File: src/rtl/vtlb_pkg.sv
package vtlb_pkg;

  typedef enum logic [1:0] {
    PG_4K  = 2'd0,
    PG_64K = 2'd1,
    PG_1M  = 2'd2,
    PG_16M = 2'd3
  } pg_size_e;

  typedef struct packed {
    logic [19:0] tag;
    logic [7:0]  spare;
    logic        preserved;
    logic        valid;
    pg_size_e    size;
  } tag_word_t;

  typedef struct packed {
    logic [19:0] pbase;
    logic [1:0]  spare_hi;
    logic        big_end;
    logic [1:0]  width;
    logic        mixed;
    logic [5:0]  spare_lo;
  } data_word_t;

  // register word addresses
  localparam logic [2:0] A_REV   = 3'd0;
  localparam logic [2:0] A_STAT  = 3'd1;
  localparam logic [2:0] A_EN    = 3'd2;
  localparam logic [2:0] A_FADDR = 3'd3;
  localparam logic [2:0] A_LOCK  = 3'd4;
  localparam logic [2:0] A_VICT  = 3'd5;
  localparam logic [2:0] A_TAGW  = 3'd6;
  localparam logic [2:0] A_DATAW = 3'd7;

  // status bit positions
  localparam int ST_MISS  = 0;
  localparam int ST_XLATE = 1;
  localparam int ST_EMU   = 2;
  localparam int ST_WALK  = 3;
  localparam int ST_MULTI = 4;
  localparam int ST_W     = 5;

  localparam int VALID_BIT = 2;

  function automatic logic [31:0] page_mask(input pg_size_e sz);
    case (sz)
      PG_4K:   page_mask = 32'hFFFF_F000;
      PG_64K:  page_mask = 32'hFFFF_0000;
      PG_1M:   page_mask = 32'hFFF0_0000;
      default: page_mask = 32'hFF00_0000;
    endcase
  endfunction

endpackage

File: src/rtl/vtlb_entry_array.sv
module vtlb_entry_array
  import vtlb_pkg::*;
#(
  parameter int N  = 8,
  parameter int IW = $clog2(N)
) (
  input  logic          clk,
  input  logic          rst_n,
  input  logic          wr_en,
  input  logic [IW-1:0] wr_idx,
  input  logic [31:0]   wr_tag,
  input  logic [31:0]   wr_data,
  input  logic [31:0]   look_va,
  input  logic [IW-1:0] rd_idx,
  output logic [31:0]   rd_tag,
  output logic [31:0]   rd_data,
  output logic [N-1:0]  hit_vec,
  output logic [1:0]    sel_size,
  output logic [31:0]   sel_data
);

  logic [31:0] tag_q  [N];
  logic [31:0] data_q [N];

  always_ff @(posedge clk or negedge rst_n) begin
    if (!rst_n) begin
      for (int i = 0; i < N; i++) begin
        tag_q[i]  <= '0;
        data_q[i] <= '0;
      end
    end else if (wr_en) begin
      tag_q[wr_idx]  <= wr_tag;
      data_q[wr_idx] <= wr_data;
    end
  end

  // per-slot comparator, each slot masked by its own page size
  for (genvar g = 0; g < N; g++) begin : g_slot
    tag_word_t tw;
    logic [31:0] msk;
    assign tw  = tag_word_t'(tag_q[g]);
    assign msk = page_mask(tw.size);
    assign hit_vec[g] = tw.valid && (((look_va ^ tag_q[g]) & msk) == 32'h0);
  end

  always_comb begin
    sel_size = '0;
    sel_data = '0;
    for (int i = 0; i < N; i++) begin
      if (hit_vec[i]) begin
        sel_size = sel_size | tag_q[i][1:0];
        sel_data = sel_data | data_q[i];
      end
    end
  end

  assign rd_tag  = tag_q[rd_idx];
  assign rd_data = data_q[rd_idx];

endmodule

File: src/rtl/vtlb_lookup.sv
module vtlb_lookup
  import vtlb_pkg::*;
#(
  parameter int N  = 8,
  parameter int IW = $clog2(N)
) (
  input  logic         clk,
  input  logic         rst_n,
  input  logic         lk_valid,
  output logic         lk_ready,
  input  logic [31:0]  lk_vaddr,
  input  logic [N-1:0] hit_vec,
  input  logic [1:0]   sel_size,
  input  logic [31:0]  sel_data,
  output logic         rs_valid,
  input  logic         rs_ready,
  output logic [31:0]  rs_paddr,
  output logic [3:0]   rs_attr,
  output logic         rs_miss,
  output logic         rs_multi,
  output logic         ev_miss,
  output logic         ev_multi,
  output logic [31:0]  ev_addr
);

  logic [IW:0]  hit_cnt;
  logic         no_hit, many_hit, accept;
  logic [31:0]  msk, pa_c;
  logic [3:0]   attr_c;
  data_word_t   dw;

  always_comb begin
    hit_cnt = '0;
    for (int i = 0; i < N; i++) hit_cnt = hit_cnt + {{IW{1'b0}}, hit_vec[i]};
  end

  assign no_hit   = (hit_cnt == '0);
  assign many_hit = (hit_cnt > 1);
  assign msk      = page_mask(pg_size_e'(sel_size));
  assign pa_c     = (sel_data & msk) | (lk_vaddr & ~msk);
  assign dw       = data_word_t'(sel_data);
  assign attr_c   = {dw.mixed, dw.width, dw.big_end};

  assign lk_ready = !rs_valid || rs_ready;
  assign accept   = lk_valid && lk_ready;

  always_ff @(posedge clk or negedge rst_n) begin
    if (!rst_n) begin
      rs_valid <= 1'b0;
      rs_paddr <= '0;
      rs_attr  <= '0;
      rs_miss  <= 1'b0;
      rs_multi <= 1'b0;
    end else if (accept) begin
      rs_valid <= 1'b1;
      rs_miss  <= no_hit;
      rs_multi <= many_hit;
      rs_paddr <= (no_hit || many_hit) ? 32'h0 : pa_c;
      rs_attr  <= (no_hit || many_hit) ? 4'h0 : attr_c;
    end else if (rs_ready) begin
      rs_valid <= 1'b0;
    end
  end

  assign ev_miss  = accept && no_hit;
  assign ev_multi = accept && many_hit;
  assign ev_addr  = lk_vaddr;

endmodule

File: src/rtl/vtlb_regs.sv
module vtlb_regs
  import vtlb_pkg::*;
#(
  parameter int N         = 8,
  parameter int IW        = $clog2(N),
  parameter int REV_MAJOR = 2,
  parameter int REV_MINOR = 1
) (
  input  logic            clk,
  input  logic            rst_n,
  input  logic            reg_we,
  input  logic [2:0]      reg_addr,
  input  logic [31:0]     reg_wdata,
  output logic [31:0]     reg_rdata,
  input  logic            ev_miss,
  input  logic            ev_multi,
  input  logic [31:0]     ev_addr,
  input  logic [31:0]     rd_tag,
  input  logic [31:0]     rd_data,
  output logic            load_en,
  output logic [31:0]     load_tag,
  output logic [31:0]     load_data,
  output logic [IW-1:0]   victim_q,
  output logic [IW-1:0]   lock_q,
  output logic [ST_W-1:0] stat_q,
  output logic            irq
);

  localparam logic [IW-1:0] LAST = IW'(N - 1);

  logic [31:0]     stage_q, faddr_q;
  logic [ST_W-1:0] en_q, clr, set;
  logic [IW-1:0]   vict_nxt;

  assign load_en   = reg_we && (reg_addr == A_DATAW);
  assign load_tag  = stage_q | (32'h1 << VALID_BIT);
  assign load_data = reg_wdata;
  assign vict_nxt  = (victim_q == LAST) ? lock_q : victim_q + 1'b1;

  always_comb begin
    set = '0;
    set[ST_MISS]  = ev_miss;
    set[ST_MULTI] = ev_multi;
    clr = (reg_we && reg_addr == A_STAT) ? reg_wdata[ST_W-1:0] : '0;
  end

  always_ff @(posedge clk or negedge rst_n) begin
    if (!rst_n) begin
      stage_q  <= '0;
      faddr_q  <= '0;
      en_q     <= '0;
      stat_q   <= '0;
      lock_q   <= '0;
      victim_q <= '0;
    end else begin
      stat_q <= (stat_q & ~clr) | set;
      if (ev_miss || ev_multi) faddr_q <= ev_addr;
      if (reg_we) begin
        case (reg_addr)
          A_EN:    en_q     <= reg_wdata[ST_W-1:0];
          A_LOCK:  lock_q   <= reg_wdata[IW-1:0];
          A_VICT:  victim_q <= reg_wdata[IW-1:0];
          A_TAGW:  stage_q  <= reg_wdata;
          A_DATAW: victim_q <= vict_nxt;
          default: ;
        endcase
      end
    end
  end

  always_comb begin
    case (reg_addr)
      A_REV:   reg_rdata = {24'h0, 4'(REV_MAJOR), 4'(REV_MINOR)};
      A_STAT:  reg_rdata = {{(32-ST_W){1'b0}}, stat_q};
      A_EN:    reg_rdata = {{(32-ST_W){1'b0}}, en_q};
      A_FADDR: reg_rdata = faddr_q;
      A_LOCK:  reg_rdata = {{(32-IW){1'b0}}, lock_q};
      A_VICT:  reg_rdata = {{(32-IW){1'b0}}, victim_q};
      A_TAGW:  reg_rdata = rd_tag;
      default: reg_rdata = rd_data;
    endcase
  end

  assign irq = |(stat_q & en_q);

endmodule

File: src/rtl/vtlb_xlate.sv
module vtlb_xlate
  import vtlb_pkg::*;
#(
  parameter int N_ENT     = 8,
  parameter int REV_MAJOR = 2,
  parameter int REV_MINOR = 1
) (
  input  logic        clk,
  input  logic        rst_n,
  input  logic        reg_we,
  input  logic [2:0]  reg_addr,
  input  logic [31:0] reg_wdata,
  output logic [31:0] reg_rdata,
  input  logic        lk_valid,
  output logic        lk_ready,
  input  logic [31:0] lk_vaddr,
  output logic        rs_valid,
  input  logic        rs_ready,
  output logic [31:0] rs_paddr,
  output logic [3:0]  rs_attr,
  output logic        rs_miss,
  output logic        rs_multi,
  output logic        irq
);

  localparam int IW = $clog2(N_ENT);

  logic            load_en;
  logic [31:0]     load_tag, load_data, rd_tag, rd_data, sel_data, ev_addr;
  logic [N_ENT-1:0] hit_vec;
  logic [1:0]      sel_size;
  logic            ev_miss, ev_multi;
  logic [IW-1:0]   victim_q, lock_q;
  logic [ST_W-1:0] stat_q;

  vtlb_entry_array #(.N(N_ENT), .IW(IW)) u_arr (
    .clk(clk), .rst_n(rst_n),
    .wr_en(load_en), .wr_idx(victim_q), .wr_tag(load_tag), .wr_data(load_data),
    .look_va(lk_vaddr), .rd_idx(victim_q), .rd_tag(rd_tag), .rd_data(rd_data),
    .hit_vec(hit_vec), .sel_size(sel_size), .sel_data(sel_data)
  );

  vtlb_lookup #(.N(N_ENT), .IW(IW)) u_look (
    .clk(clk), .rst_n(rst_n),
    .lk_valid(lk_valid), .lk_ready(lk_ready), .lk_vaddr(lk_vaddr),
    .hit_vec(hit_vec), .sel_size(sel_size), .sel_data(sel_data),
    .rs_valid(rs_valid), .rs_ready(rs_ready), .rs_paddr(rs_paddr),
    .rs_attr(rs_attr), .rs_miss(rs_miss), .rs_multi(rs_multi),
    .ev_miss(ev_miss), .ev_multi(ev_multi), .ev_addr(ev_addr)
  );

  vtlb_regs #(.N(N_ENT), .IW(IW), .REV_MAJOR(REV_MAJOR), .REV_MINOR(REV_MINOR)) u_regs (
    .clk(clk), .rst_n(rst_n),
    .reg_we(reg_we), .reg_addr(reg_addr), .reg_wdata(reg_wdata), .reg_rdata(reg_rdata),
    .ev_miss(ev_miss), .ev_multi(ev_multi), .ev_addr(ev_addr),
    .rd_tag(rd_tag), .rd_data(rd_data),
    .load_en(load_en), .load_tag(load_tag), .load_data(load_data),
    .victim_q(victim_q), .lock_q(lock_q), .stat_q(stat_q), .irq(irq)
  );

endmodule

File: config.mk
export PLATFORM = sky130hd
export DESIGN_NAME = vtlb_xlate
export DESIGN_NICKNAME = d
export VERILOG_FILES = /design/src/rtl/vtlb_pkg.sv /design/src/rtl/vtlb_entry_array.sv /design/src/rtl/vtlb_lookup.sv /design/src/rtl/vtlb_regs.sv /design/src/rtl/vtlb_xlate.sv
export SDC_FILE = /design/constraint.sdc
export NUM_CORES = 1
export LEC_CHECK = 0
export BUFFER_PORTS_ARGS = -buffer_cell sky130_fd_sc_hd__buf_4
export CORE_MARGIN = 4
export CORE_UTILIZATION = 40
export DETAILED_ROUTE_END_ITERATION = 16
export PLACE_DENSITY = 0.59
export SYNTH_ARGS = -nofsm -noshare
export SYNTH_HDL_FRONTEND = slang
export SYNTH_SLANG_ARGS = --single-unit
File: constraint.sdc
create_clock -name clk -period 7 [get_ports clk]
set_clock_uncertainty 0.05 [all_clocks]
set_input_delay 1.05 -clock clk [delete_from_list [all_inputs] [get_ports clk]]
set_output_delay 1.05 -clock clk [all_outputs]
set_load 0.01 [all_outputs]
# ---- After elaboration in Yosys (flattened, before gate mapping)
# Index checks and enable logic that the tools add are counted.
dict set report word_totals {
  wordCells 190
  register_bits 631
  inputBits 72
}
dict set report op_classes {
  n_reduce_logical 44
  n_lt_le_gt_ge 3
  n_eq_ne 26
  bitwise_logic 39
  n_addsub 8
  mux 43
}
# op count
set ops {}
lappend ops {{$pmux 24 s3} 9}
lappend ops {{$bwmux 256} 2}
lappend ops {{$mux 32} 14}
lappend ops {{$and 32x32->32} 10}
lappend ops {{$logic_not 32->1} 8}
lappend ops {{$or 32x32->32} 8}
lappend ops {{$xor 32x32->32} 8}
lappend ops {{$pmux 32 s7} 1}
lappend ops {{$bmux 32 s3} 2}
lappend ops {{$demux 32 s3} 1}
lappend ops {{$not 32->32} 1}
lappend ops {{$add 4x1->4} 6}
lappend ops {{$eq 2x1->1 const B} 9}
lappend ops {{$eq 2x2->1 const B} 9}
lappend ops {{$logic_not 2->1} 9}
lappend ops {{$mux 2} 8}
lappend ops {{$eq 3x3->1 const B} 5}
lappend ops {{$logic_and 1x1->1} 14}
lappend ops {{$or 2x2->2} 7}
lappend ops {{$and 5x5->5} 2}
lappend ops {{$reduce_and 2->1} 4}
lappend ops {{$eq 3x2->1 const B} 2}
lappend ops {{$pmux 3 s2} 1}
lappend ops {{$mux 5} 1}
lappend ops {{18 further kinds} 22}

# ---- Depth between registers and ports, before layout
dict set report depth {
  depth_word 26
  mapped_depth 20
  depth_no_buf 17
}

# ---- Hierarchy
# Synthesis repeated with hierarchy kept, for this count alone.
dict set report hier_totals {
  cells_unflattened 2629
  area_unflattened_um2 34394.2
}
# mod seq_area_each_um2 area_each_um2 instances cells_per_inst
set modules_own_cells {}
lappend modules_own_cells {vtlb_entry_array 12812.3 27617.7 1 2059}
lappend modules_own_cells {vtlb_regs 1976.9 4540.6 1 368}
lappend modules_own_cells {vtlb_lookup 975.9 2235.9 1 202}

# ---- Worst setup path before layout
# Ideal clock, no wire load.
dict set report synth_path {
  kind {input to register}
  start {input lk_vaddr[29]}
  end {register u_regs.faddr_q[10]}
  n_path_buf 3
  cell_stages 17
  setup_ns 0.125
  setup_slack_ns 0.977
  t_required_ns 6.825
  arrival_time_ns 5.848
  path_cell_list {buf_4 > xnor2_1 > nand3_1 > or3_4 > a2111oi_4 > buf_2 > ha_1 > inv_1 > fa_1 > fa_1 > fa_1 > inv_1 > fa_1 > o21bai_1 > o21bai_1 > clkbuf_1 > mux2_2}
}
dict set report synth_via {
  elab_chain_len 14
}
# element line
set synth_lines {}
lappend synth_lines {{start: declaration} vtlb_xlate.sv:16} ;# input logic [31:0] lk_vaddr,
lappend synth_lines {{$xor 32x32->32} vtlb_entry_array.sv:43} ;# assign hit_vec[g] = tw.valid && (((look_va ^ tag_q[g]) & msk) == 32'h0);
lappend synth_lines {{$and 32x32->32} vtlb_entry_array.sv:43}
lappend synth_lines {{$logic_not 32->1} vtlb_entry_array.sv:43}
lappend synth_lines {{$logic_and 1x1->1} vtlb_entry_array.sv:43}
lappend synth_lines {{$add 1x1->2} vtlb_lookup.sv:34} ;# for (int i = 0; i < N; i++) hit_cnt = hit_cnt + {{IW{1'b0}}, hit_vec[i]};
lappend synth_lines {{$add 4x1->4 (5 in a row)} vtlb_lookup.sv:34}
lappend synth_lines {{$add 4x1->4 *} vtlb_lookup.sv:34}
lappend synth_lines {{$gt 4x1->1 or $logic_not 4->1 (tied branches)} {vtlb_lookup.sv:38, vtlb_lookup.sv:37}}
lappend synth_lines {{$logic_and 1x1->1 (on tied branches)} {vtlb_lookup.sv:66, vtlb_lookup.sv:65}}
lappend synth_lines {{$logic_or 1x1->1 *} vtlb_regs.sv:57} ;# if (ev_miss || ev_multi) faddr_q <= ev_addr;
lappend synth_lines {{end signal: assignment} vtlb_regs.sv:57}
lappend synth_lines {{end: declaration} vtlb_regs.sv:31} ;# logic [31:0] stage_q, faddr_q;
# Mark *: on every way between the ends. The rest lies on a longest branch, timed or not.
# A chain may end at the register's enable or synchronous reset.

# ---- Final worst setup path
dict set report layout_path {
  start {input lk_vaddr[21]}
  end {register u_look.rs_paddr[17]}
}
dict set report layout_via {
  elab_chain_len 25
}
# element line
set layout_lines {}
lappend layout_lines {{branches (longest 24 deep; another with $add 4x1->4)} -}
lappend layout_lines {{$mux 32 *} vtlb_lookup.sv:58} ;# rs_paddr <= (no_hit || many_hit) ? 32'h0 : pa_c;
lappend layout_lines {{end signal: assignment} vtlb_lookup.sv:58}
lappend layout_lines {{end: declaration} vtlb_lookup.sv:17} ;# output logic [31:0] rs_paddr,
# Every way passes the cells marked *.

==> flow_summary_export.csv <==
group,metric,value,unit
outcome,status,"finished, final reports clean",
timing,final.period_utilization,84.4,%
synth,syn_nets,2638,
cts,insertion_delay,620,ps
worst_hold_path,min_path_type,"in2async",
worst_setup_path,endpoint_kind,"flop",
floorplanning,die-height,287,um
worst_setup_path,required,7510,ps
synth,synth-edff-count,0,
routing,wl,113000,um
floorplanning,die_w,287,um
layout,fillers,7084,
cts,cts.sinks,630,
layout,finalInstanceArea,0.0358,sq mm
synth,yosys.area.top_type_share,50.6,%
synth,synth_xor_area_share,4.49,%
timing,fmax,169,MHz
power,p_int,7.92,mW
layout,nets,2725,
worst_setup_path,worst_setup_path_start_kind,"input pin",
worst_setup_path,r2r_start,"u_arr.g_slot[1].tw[23]$_DFFE_PN0P_",
grt,grt-ovfl-total,0,
timing,relSlewSlack,27.0,%
layout,regArea,0.0158,sq mm
cts,clockBufferDepth,3,
routing,detail_route.wl_per_cell,30.1,um
cts,post_cts_buffers,0,
timing,setup_viol_count_final,0,
synth,syn_area,0.0312,sq mm
cts,cts-root-buf,"clkbuf_16",
layout,multiInputGateArea,0.0145,sq mm
synth,synth.largest_area_cell,"dfrtp_1",
power,p_per_area,327,mW/mm^2
power,p_clk_share,33.1,%
power,swShare,32.2,%
synth,yosysSeqAreaShare,50.6,%
synth,async_flop_share,100,%
place,dp_hpwl,71200,um
routing,drt-initial-drc-count,2656,
job,drv_cap,0,
cts,clk_transition_reported_paths,60,ps
power,vdd_drop_max,0.214,mV
timing,hold_violations,0,
worst_setup_path,timing.rr.end,"u_look.rs_paddr[17]$_DFFE_PN0P_",
floorplanning,core_area,0.0773,sq mm
synth,synthTopCellsByArea,"dfrtp_1, mux2_2, a22oi_1",
synth,yosysMostFrequentCell,"dfrtp_1",
worst_setup_path,arrival,6410,ps
power,p_leak,15.8,nW
synth,avgSynthCellArea,12.2,sq um
synth,synth_flop_cell,"dfrtp_1",
power,pwr-share-comb,21.5,%
layout,drive_gt1_share,35.8,%
cts,ctsResizeCount,0,
synth,synthSimpleGateAreaFrac,6.48,%
layout,area_delta_synth_final,14.7,%
grt,grt_max_degree,180,
timing,slew_violations,0,
synth,synth_seq_cells,630,
routing,drtAntennaViolNets,0,
floorplanning,rows,102,
place,gp_congestion,0.931,
synth,synth-compound-area-share,12.6,%
floorplanning,dieArea,0.0825,sq mm
cts,h-tree-depth,3,
grt,grt_usage,26.9,%
synth,synth_fa_ha_area_share,0.457,%
place,dp_cells,3609,
place,placed_cell_area,0.0334,sq mm
synth,synthCells,2557,
worst_setup_path,worstRegToRegCells,17,
routing,drcViolationCount,0,
synth,ys_warn_count,0,
synth,synth_cell_types,79,
synth,synth_top_family_by_area,"multiplexers",
power,seqPwrFrac,45.4,%
synth,ys_top_cells_by_count,"dfrtp_1, mux2_2, a22oi_1, xnor2_1, nand2_1",
routing,vias,23500,
timing,fin_tns_setup,0,ps
cts,cts_buffers,73,
routing,drt_pass1_iterations,5,
grt,grt_pass1_vias,24300,
routing,vias_per_cell,6.29,
power,switching_power,3.77,mW
synth,synthMuxAreaShare,22.1,%
timing,grt_setup_unrepaired,"no",
grt,grt_pass1_wl,165000,um
floorplanning,boundaryPins,145,
timing,final.min_clock_period,5910,ps
place,io_buffer_count,144,
timing,worst_pin_slew,1090,ps
worst_setup_path,reg2reg_slack,1310,ps
cts,hold_buffers,0,
worst_setup_path,path_max_fanout,10,
floorplanning,initial_core_util,40.3,%
layout,final_cells,3741,
worst_setup_path,crit_type,"in2reg",
cts,cts_tree,"done",
grt,antenna_found_initial,5,
[through the flow]
step | utilization [%] | setup slack, ps | hold slack, ps | total power, mW
final | 46.3 | 1090 | 392 | 11.7
after global routing | 46.2 | 929 | 448 | 12.2
after CTS | 46.2 | 1230 | 433 | 11.7
after detailed placement | 43.1 | 599 | 431 | 7.80
after global placement | 43.1 | 640 | 425 | 7.70
after floorplan | - | 977 | 413 | 6.70
[cell families (layout without fill, tap and decap cells)]
family | Yosys count | after routing
adders and majority gates | 9 | 9
DFF | 630 | 630
AOI/OAI and AO/OA | 543 | 543
buffers and inverters | 220 | 362
and+or+nand+nor | 386 | 386
muxes | 609 | 609
other | 0 | 2
xor gates and xnor gates | 160 | 160
[cells in the final DEF (no fill, tap or decap), types with 60 or more instances in the layout]
cell,instances
a21oi_1,76
a22o_1,60
a22oi_1,216
buf_4,199
clkbuf_16,75
dfrtp_1,627
mux2_2,578
nand2_1,115
nand4_1,71
o21ai_0,73
xnor2_1,120
[metal layers]
metal / wire length [um] / GRT usage [%] / share of wire [%]
met2: 51600 / 41.8 / 46
met5: 41 / 0 / 0.036
met4: 4150 / 10.3 / 3.7
met3: 9790 / 5.55 / 8.7
met1: 47100 / 37.1 / 42
[how the worst max path moves through the flow]
stage / startpoint / to / cells after the start
6_report: lk_vaddr[21] / u_look.rs_paddr[17]$_DFFE_PN0P_ / 18
5_1_grt: lk_vaddr[21] / u_look.rs_paddr[17]$_DFFE_PN0P_ / 18
3_5_place_dp: lk_vaddr[21] / u_look.rs_paddr[23]$_DFFE_PN0P_ / 18
2_1_floorplan: lk_vaddr[29] / u_regs.faddr_q[10]$_DFFE_PN0P_ / 17
4_1_cts: lk_vaddr[21] / u_look.rs_paddr[23]$_DFFE_PN0P_ / 18
3_3_place_gp: lk_vaddr[21] / u_look.rs_paddr[23]$_DFFE_PN0P_ / 18
[power by group through the flow]
stage | sequential, mW | combinational [mW] | clock [mW]
4_1_cts | 5.26 | 2.49 | 3.94
6_report | 5.30 | 2.51 | 3.87
3_5_place_dp | 5.32 | 2.48 | 0
3_3_place_gp | 5.28 | 2.42 | 0
2_1_floorplan | 5.02 | 1.68 | 0
5_1_grt | 5.38 | 2.68 | 4.11
[final cells by class]
| cell class | count | share of cell area [%] |
|---|---|---|
| flip-flops and latches | 630 | 44.1 |
| multi-input cells | 1707 | 40.5 |
| clock buffers | 102 | 5.89 |
| repair buffers | 210 | 4.78 |
| well taps | 1040 | 3.64 |
| clock inverters | 28 | 0.857 |
| inverters | 22 | 0.231 |
| diodes | 2 | 0.0140 |
[sequential cells by signal (all words and copies together), names as in the netlist]
register / count
u_arr.data_q: 256
u_arr.g_slot.tw: 256
u_regs.en_q: 5
u_look.rs_attr: 4
u_look.rs_multi: 1
u_regs.stage_q: 31
u_regs.faddr_q: 32
u_regs.victim_q: 3
u_look.rs_miss: 1
u_look.rs_valid: 1
u_look.rs_paddr: 32
u_regs.lock_q: 3
u_regs.stat_q: 5
[critical path: stages]
cell	delay, ps
buf_4	170
xor2_1	180
nor4_2	510
a21oi_1	330
a2111oi_4	370
ha_1	280
inv_1	80
fa_1	420
fa_1	530
fa_1	430
inv_1	110
fa_1	200
nand2_1	60
a211oi_1	240
o21bai_1	330
or3_1	670
a311o_1	370
nand2_1	60
Power figures use the tool's default switching activity.
